==> src/rtl/als_zone_pkg.sv <==
package als_zone_pkg;

  typedef enum logic [1:0] {
    POL_DIRECT = 2'b00,
    POL_UPONLY = 2'b01,
    POL_DELAY  = 2'b10
  } pol_e;

  // Policy field decode: both 1X codes select delayed-down.
  function automatic pol_e pol_decode(input logic [1:0] raw);
    if (raw[1])
      return POL_DELAY;
    else if (raw[0])
      return POL_UPONLY;
    else
      return POL_DIRECT;
  endfunction

  // Number of consecutive downward readings needed before a fall is taken.
  function automatic int unsigned dly_need(input int unsigned code, input int unsigned base);
    return code + base;
  endfunction

endpackage

==> src/rtl/als_zone_hyst.sv <==
// Computes the candidate zone from the current zone and one reading.
// The rise is evaluated first; the fall is evaluated only when no rise applies.
module als_zone_hyst #(
  parameter int NUM_BND = 4,
  parameter int DATA_W  = 8,
  localparam int ZW     = $clog2(NUM_BND + 1)
) (
  input  logic [ZW-1:0]             cur_zone,
  input  logic [DATA_W-1:0]         avg,
  input  logic [NUM_BND*DATA_W-1:0] hi_flat,
  input  logic [NUM_BND*DATA_W-1:0] lo_flat,
  output logic [ZW-1:0]             cand,
  output logic                      up_req,
  output logic                      dn_req
);

  logic [DATA_W-1:0] hi_a [NUM_BND];
  logic [DATA_W-1:0] lo_a [NUM_BND];

  for (genvar k = 0; k < NUM_BND; k++) begin : g_unpack
    assign hi_a[k] = hi_flat[k*DATA_W +: DATA_W];
    assign lo_a[k] = lo_flat[k*DATA_W +: DATA_W];
  end

  // Walk upward from the current zone while each rising threshold is exceeded.
  function automatic logic [ZW-1:0] walk_up(input logic [ZW-1:0] z,
                                            input logic [DATA_W-1:0] v,
                                            input logic [DATA_W-1:0] hi [NUM_BND]);
    logic [ZW-1:0] r;
    logic          go;
    r  = z;
    go = 1'b1;
    for (int k = 0; k < NUM_BND; k++) begin
      if (go && (k >= int'(z))) begin
        if (v > hi[k]) r = ZW'(k + 1);
        else           go = 1'b0;
      end
    end
    return r;
  endfunction

  // Walk downward from the current zone while each falling threshold is undercut.
  function automatic logic [ZW-1:0] walk_dn(input logic [ZW-1:0] z,
                                            input logic [DATA_W-1:0] v,
                                            input logic [DATA_W-1:0] lo [NUM_BND]);
    logic [ZW-1:0] r;
    logic          go;
    r  = z;
    go = 1'b1;
    for (int k = NUM_BND - 1; k >= 0; k--) begin
      if (go && (k < int'(z))) begin
        if (v < lo[k]) r = ZW'(k);
        else           go = 1'b0;
      end
    end
    return r;
  endfunction

  logic [ZW-1:0] up_z, dn_z;

  always_comb begin
    up_z   = walk_up(cur_zone, avg, hi_a);
    dn_z   = walk_dn(cur_zone, avg, lo_a);
    up_req = (up_z != cur_zone);
    dn_req = !up_req && (dn_z != cur_zone);
    cand   = up_req ? up_z : dn_z;
  end

endmodule

==> src/rtl/als_zone_policy.sv <==
// Holds the zone register and the delayed-down run counter.
module als_zone_policy
  import als_zone_pkg::*;
#(
  parameter int NUM_BND  = 4,
  parameter int DLY_W    = 5,
  parameter int DLY_BASE = 6,
  localparam int ZW      = $clog2(NUM_BND + 1),
  localparam int CW      = $clog2((1 << DLY_W) + DLY_BASE + 1)
) (
  input  logic             clk,
  input  logic             rst_n,
  input  logic             smp_vld,
  input  logic [ZW-1:0]    cand,
  input  logic             up_req,
  input  logic             dn_req,
  input  logic [1:0]       policy,
  input  logic [DLY_W-1:0] dly_code,
  output logic [ZW-1:0]    zone_q,
  output logic             zone_move,
  output logic [CW-1:0]    dn_cnt
);

  pol_e          pol;
  logic [CW-1:0] need;
  logic [CW-1:0] cnt_d;
  logic          take;

  assign pol  = pol_decode(policy);
  assign need = CW'(dly_need(int'(dly_code), DLY_BASE));

  always_comb begin
    take  = 1'b0;
    cnt_d = dn_cnt;
    if (smp_vld) begin
      cnt_d = '0;
      unique case (pol)
        POL_DIRECT: take = up_req || dn_req;
        POL_UPONLY: take = up_req;
        POL_DELAY: begin
          if (dn_req) begin
            if ((dn_cnt + 1'b1) >= need) take = 1'b1;
            else                         cnt_d = dn_cnt + 1'b1;
          end else begin
            take = up_req;
          end
        end
        default: take = 1'b0;
      endcase
    end
  end

  assign zone_move = take;

  always_ff @(posedge clk or negedge rst_n) begin
    if (!rst_n) begin
      zone_q <= '0;
      dn_cnt <= '0;
    end else begin
      dn_cnt <= cnt_d;
      if (take) zone_q <= cand;
    end
  end

endmodule

==> src/rtl/als_zone_flag.sv <==
// Sticky changed flag and gated interrupt request.
module als_zone_flag (
  input  logic clk,
  input  logic rst_n,
  input  logic set_ev,
  input  logic rd_ev,
  input  logic irq_en,
  output logic flag_q,
  output logic irq
);

  always_ff @(posedge clk or negedge rst_n) begin
    if (!rst_n)      flag_q <= 1'b0;
    else if (set_ev) flag_q <= 1'b1;   // a change wins over a same-cycle read
    else if (rd_ev)  flag_q <= 1'b0;
  end

  assign irq = flag_q & irq_en;

endmodule

==> src/rtl/als_zone_tracker.sv <==
module als_zone_tracker #(
  parameter int NUM_BND  = 4,
  parameter int DATA_W   = 8,
  parameter int TGT_W    = 8,
  parameter int DLY_W    = 5,
  parameter int DLY_BASE = 6,
  localparam int NZ      = NUM_BND + 1,
  localparam int ZW      = $clog2(NZ)
) (
  input  logic                      clk,
  input  logic                      rst_n,
  input  logic                      smp_vld,
  input  logic [DATA_W-1:0]         smp_avg,
  input  logic [NUM_BND*DATA_W-1:0] bnd_hi,
  input  logic [NUM_BND*DATA_W-1:0] bnd_lo,
  input  logic [1:0]                policy,
  input  logic [DLY_W-1:0]          dly_code,
  input  logic                      irq_en,
  input  logic [NZ*TGT_W-1:0]       tgt_tbl,
  input  logic                      stat_rd,
  output logic [ZW-1:0]             zone_code,
  output logic                      zone_chg,
  output logic                      irq,
  output logic [TGT_W-1:0]          tgt_out
);

  localparam int CW = $clog2((1 << DLY_W) + DLY_BASE + 1);

  // Named internal events, visible to the bound checker.
  logic [ZW-1:0] cand;
  logic          up_req;
  logic          dn_req;
  logic          zone_move;
  logic [CW-1:0] dn_cnt;

  als_zone_hyst #(.NUM_BND(NUM_BND), .DATA_W(DATA_W)) hyst_i (
    .cur_zone (zone_code),
    .avg      (smp_avg),
    .hi_flat  (bnd_hi),
    .lo_flat  (bnd_lo),
    .cand     (cand),
    .up_req   (up_req),
    .dn_req   (dn_req)
  );

  als_zone_policy #(.NUM_BND(NUM_BND), .DLY_W(DLY_W), .DLY_BASE(DLY_BASE)) pol_i (
    .clk       (clk),
    .rst_n     (rst_n),
    .smp_vld   (smp_vld),
    .cand      (cand),
    .up_req    (up_req),
    .dn_req    (dn_req),
    .policy    (policy),
    .dly_code  (dly_code),
    .zone_q    (zone_code),
    .zone_move (zone_move),
    .dn_cnt    (dn_cnt)
  );

  als_zone_flag flag_i (
    .clk    (clk),
    .rst_n  (rst_n),
    .set_ev (zone_move),
    .rd_ev  (stat_rd),
    .irq_en (irq_en),
    .flag_q (zone_chg),
    .irq    (irq)
  );

  // Target table lookup.
  logic [TGT_W-1:0] tgt_a [NZ];
  for (genvar z = 0; z < NZ; z++) begin : g_tgt
    assign tgt_a[z] = tgt_tbl[z*TGT_W +: TGT_W];
  end

  always_comb begin
    tgt_out = tgt_a[0];
    for (int z = 0; z < NZ; z++)
      if (zone_code == ZW'(z)) tgt_out = tgt_a[z];
  end

endmodule

==> config.mk <==
export PLATFORM = sky130hd
export DESIGN_NAME = als_zone_tracker
export DESIGN_NICKNAME = d
export VERILOG_FILES = /design/src/rtl/als_zone_pkg.sv /design/src/rtl/als_zone_hyst.sv /design/src/rtl/als_zone_policy.sv /design/src/rtl/als_zone_flag.sv /design/src/rtl/als_zone_tracker.sv
export SDC_FILE = /design/constraint.sdc
export NUM_CORES = 1
export LEC_CHECK = 0
export BUFFER_PORTS_ARGS = -buffer_cell sky130_fd_sc_hd__buf_2
export CAP_MARGIN = 5
export CORE_MARGIN = 2
export CORE_UTILIZATION = 49
export CTS_BUF_LIST = sky130_fd_sc_hd__clkbuf_4
export DETAILED_ROUTE_END_ITERATION = 8
export HOLD_SLACK_MARGIN = 0.08
export PLACE_DENSITY = 0.84
export REMOVE_ABC_BUFFERS = 1
export SETUP_SLACK_MARGIN = 0.5
export SYNTH_ARGS = -nofsm -noshare
export SYNTH_HDL_FRONTEND = slang
export SYNTH_SLANG_ARGS = --single-unit
==> constraint.sdc <==
create_clock -name clk -period 3.6 [get_ports clk]
set_input_delay 0.36 -clock clk [delete_from_list [all_inputs] [get_ports clk]]
set_output_delay 0.36 -clock clk [all_outputs]
set_load 0.005 [all_outputs]
# --- Word-level counts from Yosys, hierarchy flattened ---
# Index checks and enable logic that the tools add are counted.
word_totals:
  reg_bits: 10
  in_bits: 124
  out_inout_bits: 13
  wordCells: 86
op_classes:
  add_sub_neg: 2
  order_cmp: 17
  eq_ne: 8
  muxes: 44
  n_bitwise: 1
  reduce_logical: 11
ops:
  columns: ["operator", "n"]
  rows:
  - ["2-to-1 mux 3 bit", 17]
  - ["greater-than comparator 8 bit", 4]
  - ["less-than comparator 8 bit", 4]
  - ["2-to-1 mux 8 bit", 4]
  - ["2-to-1 mux 1 bit", 18]
  - ["2-to-1 mux 6 bit", 3]
  - ["logical AND 1 bit", 7]
  - ["adder 5 x 3 -> 6 bit, second input constant", 1]
  - ["adder 6 x 1 -> 6 bit, second input constant", 1]
  - ["equality test 3 x 2 -> 1 bit, second input constant", 2]
  - [">= comparator 1 x 3 -> 1 bit, first input constant", 2]
  - [">= comparator 2 x 3 -> 1 bit, first input constant", 2]
  - [">= comparator 6 bit", 1]
  - ["less-than comparator 1 x 3 -> 1 bit, first input constant", 2]
  - ["less-than comparator 2 x 3 -> 1 bit, first input constant", 2]
  - ["!= test 3 bit", 2]
  - ["equality test 3 x 1 -> 1 bit, second input constant", 1]
  - ["equality test 3 bit, second input constant", 1]
  - ["case mux 1 bit (3 select lines)", 1]
  - ["equality test 2 x 1 -> 1 bit, second input constant", 1]
  - ["equality test 2 bit, second input constant", 1]
  - ["logical NOT 2 bit", 1]
  - ["2-to-1 mux 2 bit", 1]
  - ["nonzero test 2 bit", 1]
  - ["3 further kinds", 3]

# --- Logic depth before layout (Yosys ltp) ---
# Gate-level depths: netlist of run 1.
depth:
  depth_word: 16
  mapped_depth: 11
  ltp_nobuf: 10

# --- Hierarchy ---
# From an unflattened synthesis of run 1, not the netlist that was laid out.
hier_totals:
  cells_unflattened: 386
  area_unflattened_um2: 2945.3
modules_own_cells:
  columns: ["mod", "n_inst", "cells_per_inst", "area_each_um2", "seq_area_each_um2"]
  rows:
  - ["als_zone_hyst", 1, 251, 1778.0, 0.0]
  - ["als_zone_policy", 1, 65, 671.9, 225.2]
  - ["als_zone_tracker", 1, 66, 452.9, 0.0]
  - ["als_zone_flag", 1, 4, 42.5, 25.0]

# --- Least setup slack after synthesis of run 1 ---
# OpenSTA, ideal clock, no wires.
synth_path:
  path_kind: "in2reg"
  start: "input port bnd_lo[30]"
  end: "register pol_i.dn_cnt[0]"
  setup_ns: 0.082
  arrival_ns: 2.592
  required_ns: 3.518
  setup_slack_ns: 0.926
  stages: 11
  n_path_buf: 1
  cell_sequence: "inv_1 -> ha_1 -> a21o_1 -> a221o_1 -> a211oi_4 -> nor2_2 -> o32ai_2 -> a21oi_1 -> or4b_1 -> buf_6 -> mux2i_4"
synth_between:
  elab_chain_cells: 13
  elab_cells_between_ends: 22
  classes_between: "order compare (1); eq/ne (1); mux (16); reduce/logical (4)"
synth_lines:
  columns: ["item", "line_no", "text"]
  rows:
  - ["start: declaration", "als_zone_tracker.sv:15", "input logic [NUM_BND*DATA_W-1:0] bnd_lo,"]
  - ["less-than comparator 8 bit (*)", "als_zone_hyst.sv:52", "if (v < lo[k]) r = ZW'(k);"]
  - ["2-to-1 mux 3 bit or 2-to-1 mux 1 bit (tied branches)", "als_zone_hyst.sv:52", null]
  - ["2-to-1 mux 3 bit or 2-to-1 mux 1 bit (tied branches)", "als_zone_hyst.sv:51", "if (go && (k < int'(z))) begin"]
  - ["2-to-1 mux 3 bit (tied with other cells)", "als_zone_hyst.sv:52", null]
  - ["2-to-1 mux 3 bit or 2-to-1 mux 1 bit (tied branches)", "als_zone_hyst.sv:51", null]
  - ["2-to-1 mux 3 bit (tied with other cells)", "als_zone_hyst.sv:52", null]
  - ["2-to-1 mux 3 bit or 2-to-1 mux 1 bit (tied branches)", "als_zone_hyst.sv:51", null]
  - ["2-to-1 mux 3 bit or logical AND 1 bit (tied branches)", "als_zone_hyst.sv:52, als_zone_hyst.sv:51", null]
  - ["2-to-1 mux 3 bit (*)", "als_zone_hyst.sv:51", null]
  - ["!= test 3 bit (*)", "als_zone_hyst.sv:65", "dn_req = !up_req && (dn_z != cur_zone);"]
  - ["logical AND 1 bit (*)", "als_zone_hyst.sv:65", null]
  - ["2-to-1 mux 6 bit (*)", "als_zone_policy.sv:41", "if (dn_req) begin"]
  - ["2-to-1 mux 6 bit (*)", "als_zone_policy.sv:37", "unique case (pol)"]
  - ["end signal: assignment", "als_zone_policy.sv:60", "dn_cnt <= cnt_d;"]
  - ["end: declaration", "als_zone_policy.sv:21", "output logic [CW-1:0] dn_cnt"]
# Every way passes the cells marked *; elsewhere a longest branch is shown, timed or not.
# A chain may end at the register's enable or synchronous reset.

# --- Worst setup path in the final report of run 1 ---
layout_path:
  start: "input port smp_avg[6]"
  end: "register pol_i.dn_cnt[0]"
layout_between:
  elab_chain_cells: 14
  elab_cells_between_ends: 48
  classes_between: "order compare (8); eq/ne (2); mux (30); reduce/logical (8)"
layout_lines:
  columns: ["item", "line_no", "text"]
  rows:
  - ["start: declaration", "als_zone_tracker.sv:13", "input logic [DATA_W-1:0] smp_avg,"]
  - ["greater-than comparator 8 bit", "als_zone_hyst.sv:35", "if (v > hi[k]) r = ZW'(k + 1);"]
  - ["2-to-1 mux 3 bit or 2-to-1 mux 1 bit (tied branches)", "als_zone_hyst.sv:35", null]
  - ["2-to-1 mux 3 bit or 2-to-1 mux 1 bit (tied branches)", "als_zone_hyst.sv:34", "if (go && (k >= int'(z))) begin"]
  - ["2-to-1 mux 3 bit (tied with other cells)", "als_zone_hyst.sv:35", null]
  - ["2-to-1 mux 3 bit or 2-to-1 mux 1 bit (tied branches)", "als_zone_hyst.sv:34", null]
  - ["2-to-1 mux 3 bit (tied with other cells)", "als_zone_hyst.sv:35", null]
  - ["2-to-1 mux 3 bit or 2-to-1 mux 1 bit (tied branches)", "als_zone_hyst.sv:34", null]
  - ["2-to-1 mux 3 bit or logical AND 1 bit (tied branches)", "als_zone_hyst.sv:35, als_zone_hyst.sv:34", null]
  - ["2-to-1 mux 3 bit", "als_zone_hyst.sv:34", null]
  - ["!= test 3 bit", "als_zone_hyst.sv:64", "up_req = (up_z != cur_zone);"]
  - ["logical NOT 1 bit", "als_zone_hyst.sv:65", null]
  - ["logical AND 1 bit (*)", "als_zone_hyst.sv:65", null]
  - ["2-to-1 mux 6 bit (*)", "als_zone_policy.sv:41", null]
  - ["2-to-1 mux 6 bit (*)", "als_zone_policy.sv:37", null]
# Marks and branches as above.

==> results of run 1 <==
-- kinds of logic after synthesis --
| logic type | count (synthesis) |
|---|---|
| simple gates | 83 |
| compound gates | 124 |
| xor+xnor | 6 |
| buf+inv | 91 |
| flops | 10 |
| mux | 5 |
| fa+ha+maj | 68 |
-- worst min-delay path by stage --
stage | start | end | slack [ns] | cells past startpoint
floorplan | rst_n | flag_i.flag_q$_DFFE_PN0P_ | 0.06 | 0
global placement | rst_n | pol_i.dn_cnt[1]$_DFFE_PN0P_ | 0.22 | 1
detailed placement | rst_n | pol_i.dn_cnt[3]$_DFFE_PN0P_ | 0.23 | 1
CTS | rst_n | flag_i.flag_q$_DFFE_PN0P_ | 0.48 | 2
global route | rst_n | pol_i.dn_cnt[3]$_DFFE_PN0P_ | 0.51 | 2
finish | rst_n | flag_i.flag_q$_DFFE_PN0P_ | 0.49 | 2
-- sequential cells by signal (all words and copies together), names as in the netlist --
name	cells
flag_i.flag_q	1
pol_i.dn_cnt	6
pol_i.zone_q	3
-- through the flow --
| step | std cells | hold slack, ns | total power, uW |
|---|---|---|---|
| floorplan | 376 | 0.0644 | 849 |
| global placement | 590 | 0.223 | 1180 |
| detailed placement | 590 | 0.227 | 1210 |
| CTS | 595 | 0.484 | 1300 |
| global route | 595 | 0.514 | 1450 |
| finish | 595 | 0.488 | 1300 |
-- metal layers --
| metal | part of all wire | wire (um) | vias up | track usage |
|---|---|---|---|---|
| met2 | 0.51 | 4040 | 101 | 0.455 |
| li1 | - | - | 1666 | - |
| met1 | 0.43 | 3410 | 1472 | 0.299 |
| met5 | 0 | 0 | - | 0 |
| met3 | 0.043 | 340 | 8 | 0.0122 |
| met4 | 0.012 | 93 | 0 | 0.0593 |
-- power by group through the flow --
stage	logic [uW]	clock network [uW]	registers [uW]
2_1_floorplan	627	0	222
3_3_place_gp	976	0	207
3_5_place_dp	1010	0	208
4_1_cts	1010	79.7	206
5_1_grt	1150	84.0	216
6_report	1010	76.9	206
-- layout make-up --
class / instances / area [um^2]
Clock inverter: 1 / 3.75
Fill cell: 554 / 2120
Sequential cell: 10 / 250
Multi-Input combinational cell: 286 / 2310
Inverter: 80 / 300
Clock buffer: 3 / 22.5
Timing Repair Buffer: 140 / 713
Tap cell: 75 / 93.8
-- repair_timing --
action                                 4_1_cts  5_1_grt
endpoints found under the hold margin       10        0
resized for setup                            0        0
buffers inserted                             0        0
hold buffers                                 1        0
-- critical path, cell delays in order --
cell and delay, ns:
buf_2 0.18, ha_1 0.32, a21o_1 0.18, a221o_1 0.39, a211oi_4 0.26, nor2_2 0.06, o32ai_2 0.23, a21oi_1 0.13
or4b_1 0.76, mux2i_4 0.20
-- cells in the final DEF (no fill, tap or decap), types with 3 or more instances in the layout --
cell type	Yosys	final
nand3_1	11	11
buf_4	0	3
o22ai_2	5	5
o22ai_1	5	5
a22oi_1	3	3
and3_1	6	6
a22o_1	3	3
nand2b_1	6	6
ha_1	68	68
buf_2	1	136
o21ai_0	30	30
nand4_1	5	5
a21o_1	16	16
dfrtp_1	10	10
a21oi_1	20	20
o211ai_1	4	4
inv_1	80	80
and2_1	3	3
xnor2_1	4	4
o221ai_1	3	3
o21a_1	3	3
nor3_1	6	6
clkbuf_4	0	3
nand2_1	16	16
nor2_1	11	11
nor2b_1	5	5
a211oi_1	8	8
a221oi_1	7	7
a221o_1	3	3
==> flow_summary.json, run 1 <==
{
  "status": "complete, no violations",
  "synthMostInstantiatedCell": "inv_1",
  "crit_type": "primary input to flip-flop",
  "rsz0062_at_grt": "false",
  "vdd_drop_max_v": 0.000229,
  "setup_violations": 0,
  "core_region_area_um2": 5820,
  "clk_pin_slew_ns": 0.07,
  "p_leak_uw": 0.00218,
  "fp.dieW_um": 81.1,
  "worstPathArrival_ns": 3.07,
  "p_sw_uw": 640,
  "combPwrFrac": 0.782,
  "grt_pass1_vias": 3090,
  "finClkSkew_ns": 0.00343,
  "r2r_start": "pol_i.dn_cnt[0]$_DFFE_PN0P_",
  "root_buffer": "clkbuf_4",
  "fin_area_um2": 3700,
  "routed_wl_mm": 7.88,
  "grt_first_pass_wirelength_mm": 12.9,
  "post-route-period-util": 0.804,
  "ys_async_sr_fraction": 1.00,
  "setup_tns_ns": 0,
  "synth_edf_count": 0,
  "rows": 28,
  "drive_above_1_share": 0.306,
  "synth_cells": 387,
  "vias": 3247,
  "synth_top_family_by_area": "compound AO/OA/AOI/OAI gates",
  "hold_violations": 0,
  "synth_simple_gate_area_frac": 0.157,
  "drc_errors": 0,
  "reg2regPathDepth": 10,
  "clock.fmax_mhz": 346,
  "seqPwrFrac": 0.159,
  "synth_top_area_frac": 0.292,
  "synth_top_area_cell": "ha_1",
  "finalWorstSetupSlack_ns": 0.707,
  "cts_tree": "yes",
  "clock-sinks": 10,
  "grt-ovfl-total": 0,
  "synthMuxAreaShare": 0.0223,
  "synthAdderAreaFrac": 0.292,
  "seq_area_frac_synth": 0.0859,
  "rrSetupSlack_ns": 0.74,
  "ys_ff_latch": 10,
  "htreeDepth": 1,
  "syn_avg_cell_area_um2": 7.53,
  "numPortBuffers": 136,
  "antenna_found_initial": 0,
  "start_util": 0.501,
  "synthFlopType": "dfrtp_1",
  "dr.pass1.iters": 4,
  "syn_area_um2": 2910,
  "first_iter_violations": 88,
  "fin_nets": 713,
  "startpoint_type": "primary input",
  "ys_warn_count": 0,
  "synth-xor-area-share": 0.0180,
  "avgRoutedWirePerCell_um": 13.3,
  "io_pins": 137,
  "numCtsBuffers": 3,
  "synth-compound-area-share": 0.305,
  "tightestPinTransition_ns": 0.748,
  "p_int_uw": 657,
  "via_per_inst": 5.46,
  "routabilityCongestion": 0.805,
  "clk_latency_ns": 0.26,
  "endpoint": "pol_i.dn_cnt[0]$_DFFE_PN0P_",
  "antenna_cells": 0,
  "cp-startpoint": "smp_avg[6]",
  "ys_top_cells_by_count": "80 x inv_1, 68 x ha_1, 30 x o21ai_0, 20 x a21oi_1",
  "cp-end-kind": "flip-flop",
  "slew-limit-headroom": 0.501,
  "dpl_cell_area_um2": 3660,
  "grt_start_max_net_pins": 26,
  "ys_types": 58,
  "final_core_utilization": 0.636,
  "drv_slew": 0,
  "clockBufferDepth": 2,
  "r2r-end": "pol_i.dn_cnt[0]$_DFFE_PN0P_",
  "maxCapViolations": 0,
  "antenna_left": 0,
  "hold_class": "primary input to asynchronous set/reset pin",
  "synth.area.top_cells": "ha_1 29%, inv_1 10%, dfrtp_1 8.6%, o21ai_0 5.2%, a21o_1 4.1%",
  "area_delta_synth_final_pct": 26.9,
  "dp_hpwl_mm": 6.72,
  "die_h_um": 81.1,
  "die-area_um2": 6580,
  "power_frac_clock": 0.059,
  "grt.total_usage": 0.242,
  "crit_fanout": 8,
  "fin_crit_ns": 2.89,
  "pre_cts_ws_ns": 0.431,
  "power.density_nw_per_um2": 351,
  "critPathRequiredTime_ns": 3.78,
  "swShare": 0.493
}
(Power assumes the default switching activity.)
==> run 2: changes to the inputs <==
CORE_UTILIZATION = 44   (was 49)
PLACE_DENSITY = 0.79   (was 0.84)
clock period = 2.57 ns   (was 3.6 ns; I/O delays follow)
==> run 2 against run 1 <==
  * Sequential power grew 17%
  * Cell count grew 6.6%
  * Critical path depth grew 2
  * Wire length grew 18%
  * Sequential share of layout area shrank 0.76 points
  * Non-clock buffer count grew 38
==> flow_summary.json, run 2 (synthesized netlist as in run 1, its figures left out) <==
{
  "hold_class": "primary input to asynchronous set/reset pin",
  "via_per_inst": 5.50,
  "swShare": 0.474,
  "vdd_drop_max_v": 0.000539,
  "antenna_cells": 0,
  "p_sw_uw": 1050,
  "grt_pass1_vias": 3506,
  "status": "complete, no violations",
  "reg2regPathDepth": 11,
  "top_register": "pol_i.dn_cnt",
  "maxCapViolations": 0,
  "htreeDepth": 1,
  "antenna_found_initial": 0,
  "slew-limit-headroom": 0.622,
  "rsz0062_at_grt": "true",
  "power.density_nw_per_um2": 530,
  "combPwrFrac": 0.842,
  "clock-sinks": 10,
  "die_h_um": 85.4,
  "start_util": 0.456,
  "core_region_area_um2": 6390,
  "rrSetupSlack_ns": 0.02,
  "clk_latency_ns": 0.27,
  "routabilityCongestion": 0.908,
  "tightestPinTransition_ns": 0.561,
  "critPathRequiredTime_ns": 2.76,
  "cts_tree": "yes",
  "clockBufferDepth": 2,
  "numCtsBuffers": 3,
  "crit_fanout": 6,
  "routed_wl_mm": 9.32,
  "hold_violations": 0,
  "drv_slew": 0,
  "worstPathArrival_ns": 2.75,
  "io_pins": 137,
  "finClkSkew_ns": 0.00258,
  "grt.total_usage": 0.244,
  "cp-end-kind": "flip-flop",
  "dp_hpwl_mm": 7.82,
  "r2r_start": "pol_i.dn_cnt[0]$_DFFE_PN0P_",
  "numPortBuffers": 136,
  "drc_errors": 0,
  "seqPwrFrac": 0.109,
  "root_buffer": "clkbuf_4",
  "largest_reg_flops": 6,
  "crit_type": "primary input to flip-flop",
  "r2r-end": "pol_i.dn_cnt[2]$_DFFE_PN0P_",
  "grt_first_pass_wirelength_mm": 14.8,
  "vias": 3490,
  "fin_nets": 751,
  "final_cell_mix": "136 x buf_2, 77 x inv_1, 65 x ha_1",
  "avgRoutedWirePerCell_um": 14.7,
  "cpPeakStageDelay_ns": 0.56,
  "final_common_cell": "buf_2",
  "grt-ovfl-total": 0,
  "p_leak_uw": 0.00241,
  "die-area_um2": 7290,
  "rows": 29,
  "startpoint_type": "primary input",
  "clk_pin_slew_ns": 0.07,
  "power_frac_clock": 0.049,
  "grt_start_max_net_pins": 26,
  "hold_ws_ns": 0.373,
  "setup_violations": 0,
  "fp.dieW_um": 85.4,
  "drive_above_1_share": 0.404,
  "post-route-period-util": 0.997,
  "fin_cells": 634,
  "slowest_stage": "or4b_4",
  "antenna_left": 0,
  "top_regs": "pol_i.dn_cnt: 6 flops, pol_i.zone_q: 3 flops, flag_i.flag_q: 1 flops",
  "p_int_uw": 1170,
  "first_iter_violations": 183,
  "clock.fmax_mhz": 390,
  "num-fill-cells": 570,
  "finalPower_uw": 2220,
  "area_delta_synth_final_pct": 43.7,
  "dr.pass1.iters": 4,
  "final_core_utilization": 0.656,
  "path_cells": "buf_2 > inv_1 > ha_1 > a21o_1 > a221o_1 > a211oi_4 > nor2_2 > o32ai_2 > a21oi_2 > or4b_4 > buf_8 > o22ai_2",
  "dp_cells": 619,
  "fin_crit_ns": 2.56
}
-- run 2: power by group through the flow --
stage / clock network, uW / registers [uW] / logic, uW
2_1_floorplan: 0 / 311 / 878
3_3_place_gp: 0 / 235 / 1580
3_5_place_dp: 0 / 237 / 1620
4_1_cts: 111 / 236 / 1650
5_1_grt: 123 / 246 / 2040
6_report: 109 / 242 / 1870
-- run 2: worst max path at each step --
stage / to / slack, ns / start
6_report: pol_i.dn_cnt[2]$_DFFE_PN0P_ / 0.007 / bnd_lo[28]
5_1_grt: pol_i.dn_cnt[2]$_DFFE_PN0P_ / -0.08 / pol_i.dn_cnt[1]$_DFFE_PN0P_
4_1_cts: pol_i.dn_cnt[0]$_DFFE_PN0P_ / 0.004 / pol_i.dn_cnt[1]$_DFFE_PN0P_
3_5_place_dp: pol_i.dn_cnt[0]$_DFFE_PN0P_ / -0.23 / smp_avg[6]
3_3_place_gp: pol_i.dn_cnt[0]$_DFFE_PN0P_ / -0.18 / smp_avg[6]
2_1_floorplan: pol_i.dn_cnt[0]$_DFFE_PN0P_ / -0.09 / bnd_lo[30]
-- run 2: metal layers --
metal / up-vias / global-route usage / part of all wire
met5: - / 0 / 0
met4: 0 / 0.0664 / 0.020
met3: 20 / 0.0379 / 0.054
met2: 117 / 0.460 / 0.51
met1: 1615 / 0.282 / 0.41
li1: 1738 / - / -
-- run 2: per-stage QoR --
step / worst slack [ns] / area (um^2) / TNS (ns)
after floorplan: -0.0913 / 2860 / -0.333
after CTS: 0.00429 / 3950 / 0
after global routing: -0.0835 / 4190 / -0.312
final: 0.00680 / 4190 / 0
after detailed placement: -0.233 / 3880 / -1.50
after global placement: -0.182 / 3880 / -1.06
-- run 2: what timing repair did --
action,in CTS,in global routing
setup buffers,1,10
resized for setup,8,36
cloned,0,0
endpoints found under the hold margin,10,0
endpoints found under the setup margin,14,15
hold buffers,1,0
pin swaps,4,10
-- run 2: layout make-up --
class | count | area, um^2 | share of cell area
Multi-Input combinational cell | 286 | 2480 | 0.592
Clock buffer | 3 | 22.5 | 0.00538
Timing Repair Buffer | 178 | 1030 | 0.247
Sequential cell | 10 | 251 | 0.0601
Tap cell | 77 | 96.3 | 0.0230
Inverter | 80 | 304 | 0.0726
-- run 2: critical path, delay by kind of cell --
family	cells	cell delay, ns
compound gates	6	1.28
simple gates	2	0.62
buf+inv	3	0.29
fa+ha+maj	1	0.29
==> run 3: changes to the inputs <==
CORE_UTILIZATION = 30   (was 44)
PLACE_DENSITY = unset   (was 0.79)
==> run 3 against run 2 <==
  * Clock-buffer cell count unchanged
  * Worst hold slack improved by 0.014 ns
  * Flip-flop and latch count unchanged
  * Clock power about the same
  * First-iteration DRC count decreased by 60%
  * Die area increased by 44%
  * Cell count increased by 9.3%
  * Total power increased by 4.1%
  * Fmax increased by 0.45%
  * Cell area increased by 3.6%
  * Worst setup slack improved by 0.012 ns
  * Global-route usage decreased by 6.4 points
  * Largest cell class unchanged
==> flow_summary.json, run 3 (synthesized netlist as in run 1, its figures left out) <==
{
  "rows": 35,
  "multiInputGateArea_um2": 2500,
  "area_delta_synth_final_pct": 48.9,
  "top_register": "pol_i.dn_cnt",
  "via_per_inst": 4.93,
  "startpoint_type": "primary input",
  "swShare": 0.461,
  "pre_cts_ws_ns": -0.218,
  "numCtsBuffers": 3,
  "cts_tree": "yes",
  "worstPathArrival_ns": 2.73,
  "dr.pass1.iters": 4,
  "num-fill-cells": 934,
  "grt_first_pass_wirelength_mm": 15.2,
  "final_core_utilization": 0.465,
  "tightestPinTransition_ns": 0.581,
  "post-route-period-util": 0.993,
  "setup_violations": 0,
  "fin_crit_ns": 2.55,
  "hold_ws_ns": 0.387,
  "drive_above_1_share": 0.426,
  "combPwrFrac": 0.839,
  "rsz0062_at_grt": "true",
  "power_frac_clock": 0.047,
  "fin_cells": 693,
  "io_pins": 137,
  "vias": 3417,
  "power.density_nw_per_um2": 533,
  "clock-sinks": 10,
  "seqPwrFrac": 0.114,
  "antenna_left": 0,
  "crit_fanout": 6,
  "regArea_um2": 254,
  "rrSetupSlack_ns": 0.02,
  "grt_pass1_vias": 3362,
  "drv_slew": 0,
  "die_h_um": 103,
  "hold_class": "primary input to flip-flop",
  "final_common_cell": "buf_2",
  "drc_errors": 0,
  "finClkSkew_ns": 0.00902,
  "slew-limit-headroom": 0.609,
  "clk_pin_slew_ns": 0.06,
  "hold_violations": 0,
  "fin_nets": 757,
  "first_iter_violations": 74,
  "final_cell_mix": "136 x buf_2, 77 x inv_1, 66 x ha_1",
  "die-area_um2": 10500,
  "routed_wl_mm": 9.58,
  "clock.fmax_mhz": 392,
  "top_regs": "pol_i.dn_cnt: 6 flops, pol_i.zone_q: 3 flops, flag_i.flag_q: 1 flops",
  "antenna_cells": 0,
  "fp.dieW_um": 103,
  "largest_reg_flops": 6,
  "dp_cells": 680,
  "avgRoutedWirePerCell_um": 13.8,
  "clockBufferDepth": 2,
  "p_leak_uw": 0.00246,
  "grt.total_usage": 0.180,
  "root_buffer": "clkbuf_4",
  "grt-ovfl-total": 0,
  "clk_latency_ns": 0.26,
  "antenna_found_initial": 0,
  "finalWorstSetupSlack_ns": 0.0183,
  "p_sw_uw": 1060,
  "start_util": 0.312,
  "core_region_area_um2": 9330,
  "grt_start_max_net_pins": 19,
  "vdd_drop_max_v": 0.000307,
  "htreeDepth": 1,
  "status": "complete, no violations",
  "critPathRequiredTime_ns": 2.75,
  "maxCapViolations": 0,
  "numPortBuffers": 136,
  "routabilityCongestion": 0.845,
  "cp-end-kind": "flip-flop",
  "p_int_uw": 1250,
  "dp_hpwl_mm": 7.97,
  "crit_type": "primary input to flip-flop"
}
run 3: what timing repair did:
action	CTS	global route
endpoints found under the hold margin	10	0
gates resized for setup	17	39
gates cloned	0	1
buffers inserted	1	6
hold buffers	1	0
pin swaps	12	5
endpoints found under the setup margin	16	18
run 3: final cells by class:
class,instances,share of cell area
Clock buffer,3,0.00519
Inverter,80,0.0698
Sequential cell,10,0.0585
Tap cell,129,0.0372
Clock inverter,1,0.000865
Timing Repair Buffer,184,0.253
Multi-Input combinational cell,286,0.575
run 3: path summary, 6_finish.rpt:
kind                                        startpoint                           to  cells past startpoint
setup / recovery                            smp_avg[6]  pol_i.dn_cnt[0]$_DFFE_PN0P_                     11
hold / removal                                 stat_rd    flag_i.flag_q$_DFFE_PN0P_                      4
setup reg to reg           pol_i.dn_cnt[1]$_DFFE_PN0P_  pol_i.dn_cnt[0]$_DFFE_PN0P_                     12
hold reg to reg            pol_i.dn_cnt[5]$_DFFE_PN0P_  pol_i.dn_cnt[5]$_DFFE_PN0P_                      2
max in group asynchronous                        rst_n  pol_i.zone_q[0]$_DFFE_PN0P_                      2
min in group asynchronous                        rst_n  pol_i.dn_cnt[5]$_DFFE_PN0P_                      2
run 3: routing by layer:
layer  global-route usage  up-vias  routed length [um]
met4               0.0410        0                 143
met5                    0        -                   0
li1                     -     1756                   -
met1                0.248     1553                4540
met3               0.0169       14                 464
met2                0.305       94                4430
run 3: worst max-delay path, cell delays in order:
cell and delay [ns]:
buf_2 0.12, ha_1 0.30, a21o_1 0.18, a221o_1 0.41
a211oi_4 0.20, nor2_2 0.06, o32ai_2 0.25, a21oi_2 0.12
or4b_4 0.55, buf_8 0.15, mux2i_4 0.12
run 3: power by group through the flow:
stage	Sequential [uW]	Combinational (uW)	Clock, uW
CTS	259	1700	114
floorplan	311	878	0
global placement	255	1630	0
finish	265	1940	108
global route	270	2160	124
detailed placement	253	1660	0
run 3: through the flow:
step,power (uW),area (um^2),TNS [ns]
global placement,1890,4000,-1.06
finish,2310,4340,0
detailed placement,1910,4000,-1.40
floorplan,1190,2860,-0.333
CTS,2080,4090,-0.0366
global route,2550,4340,-0.469
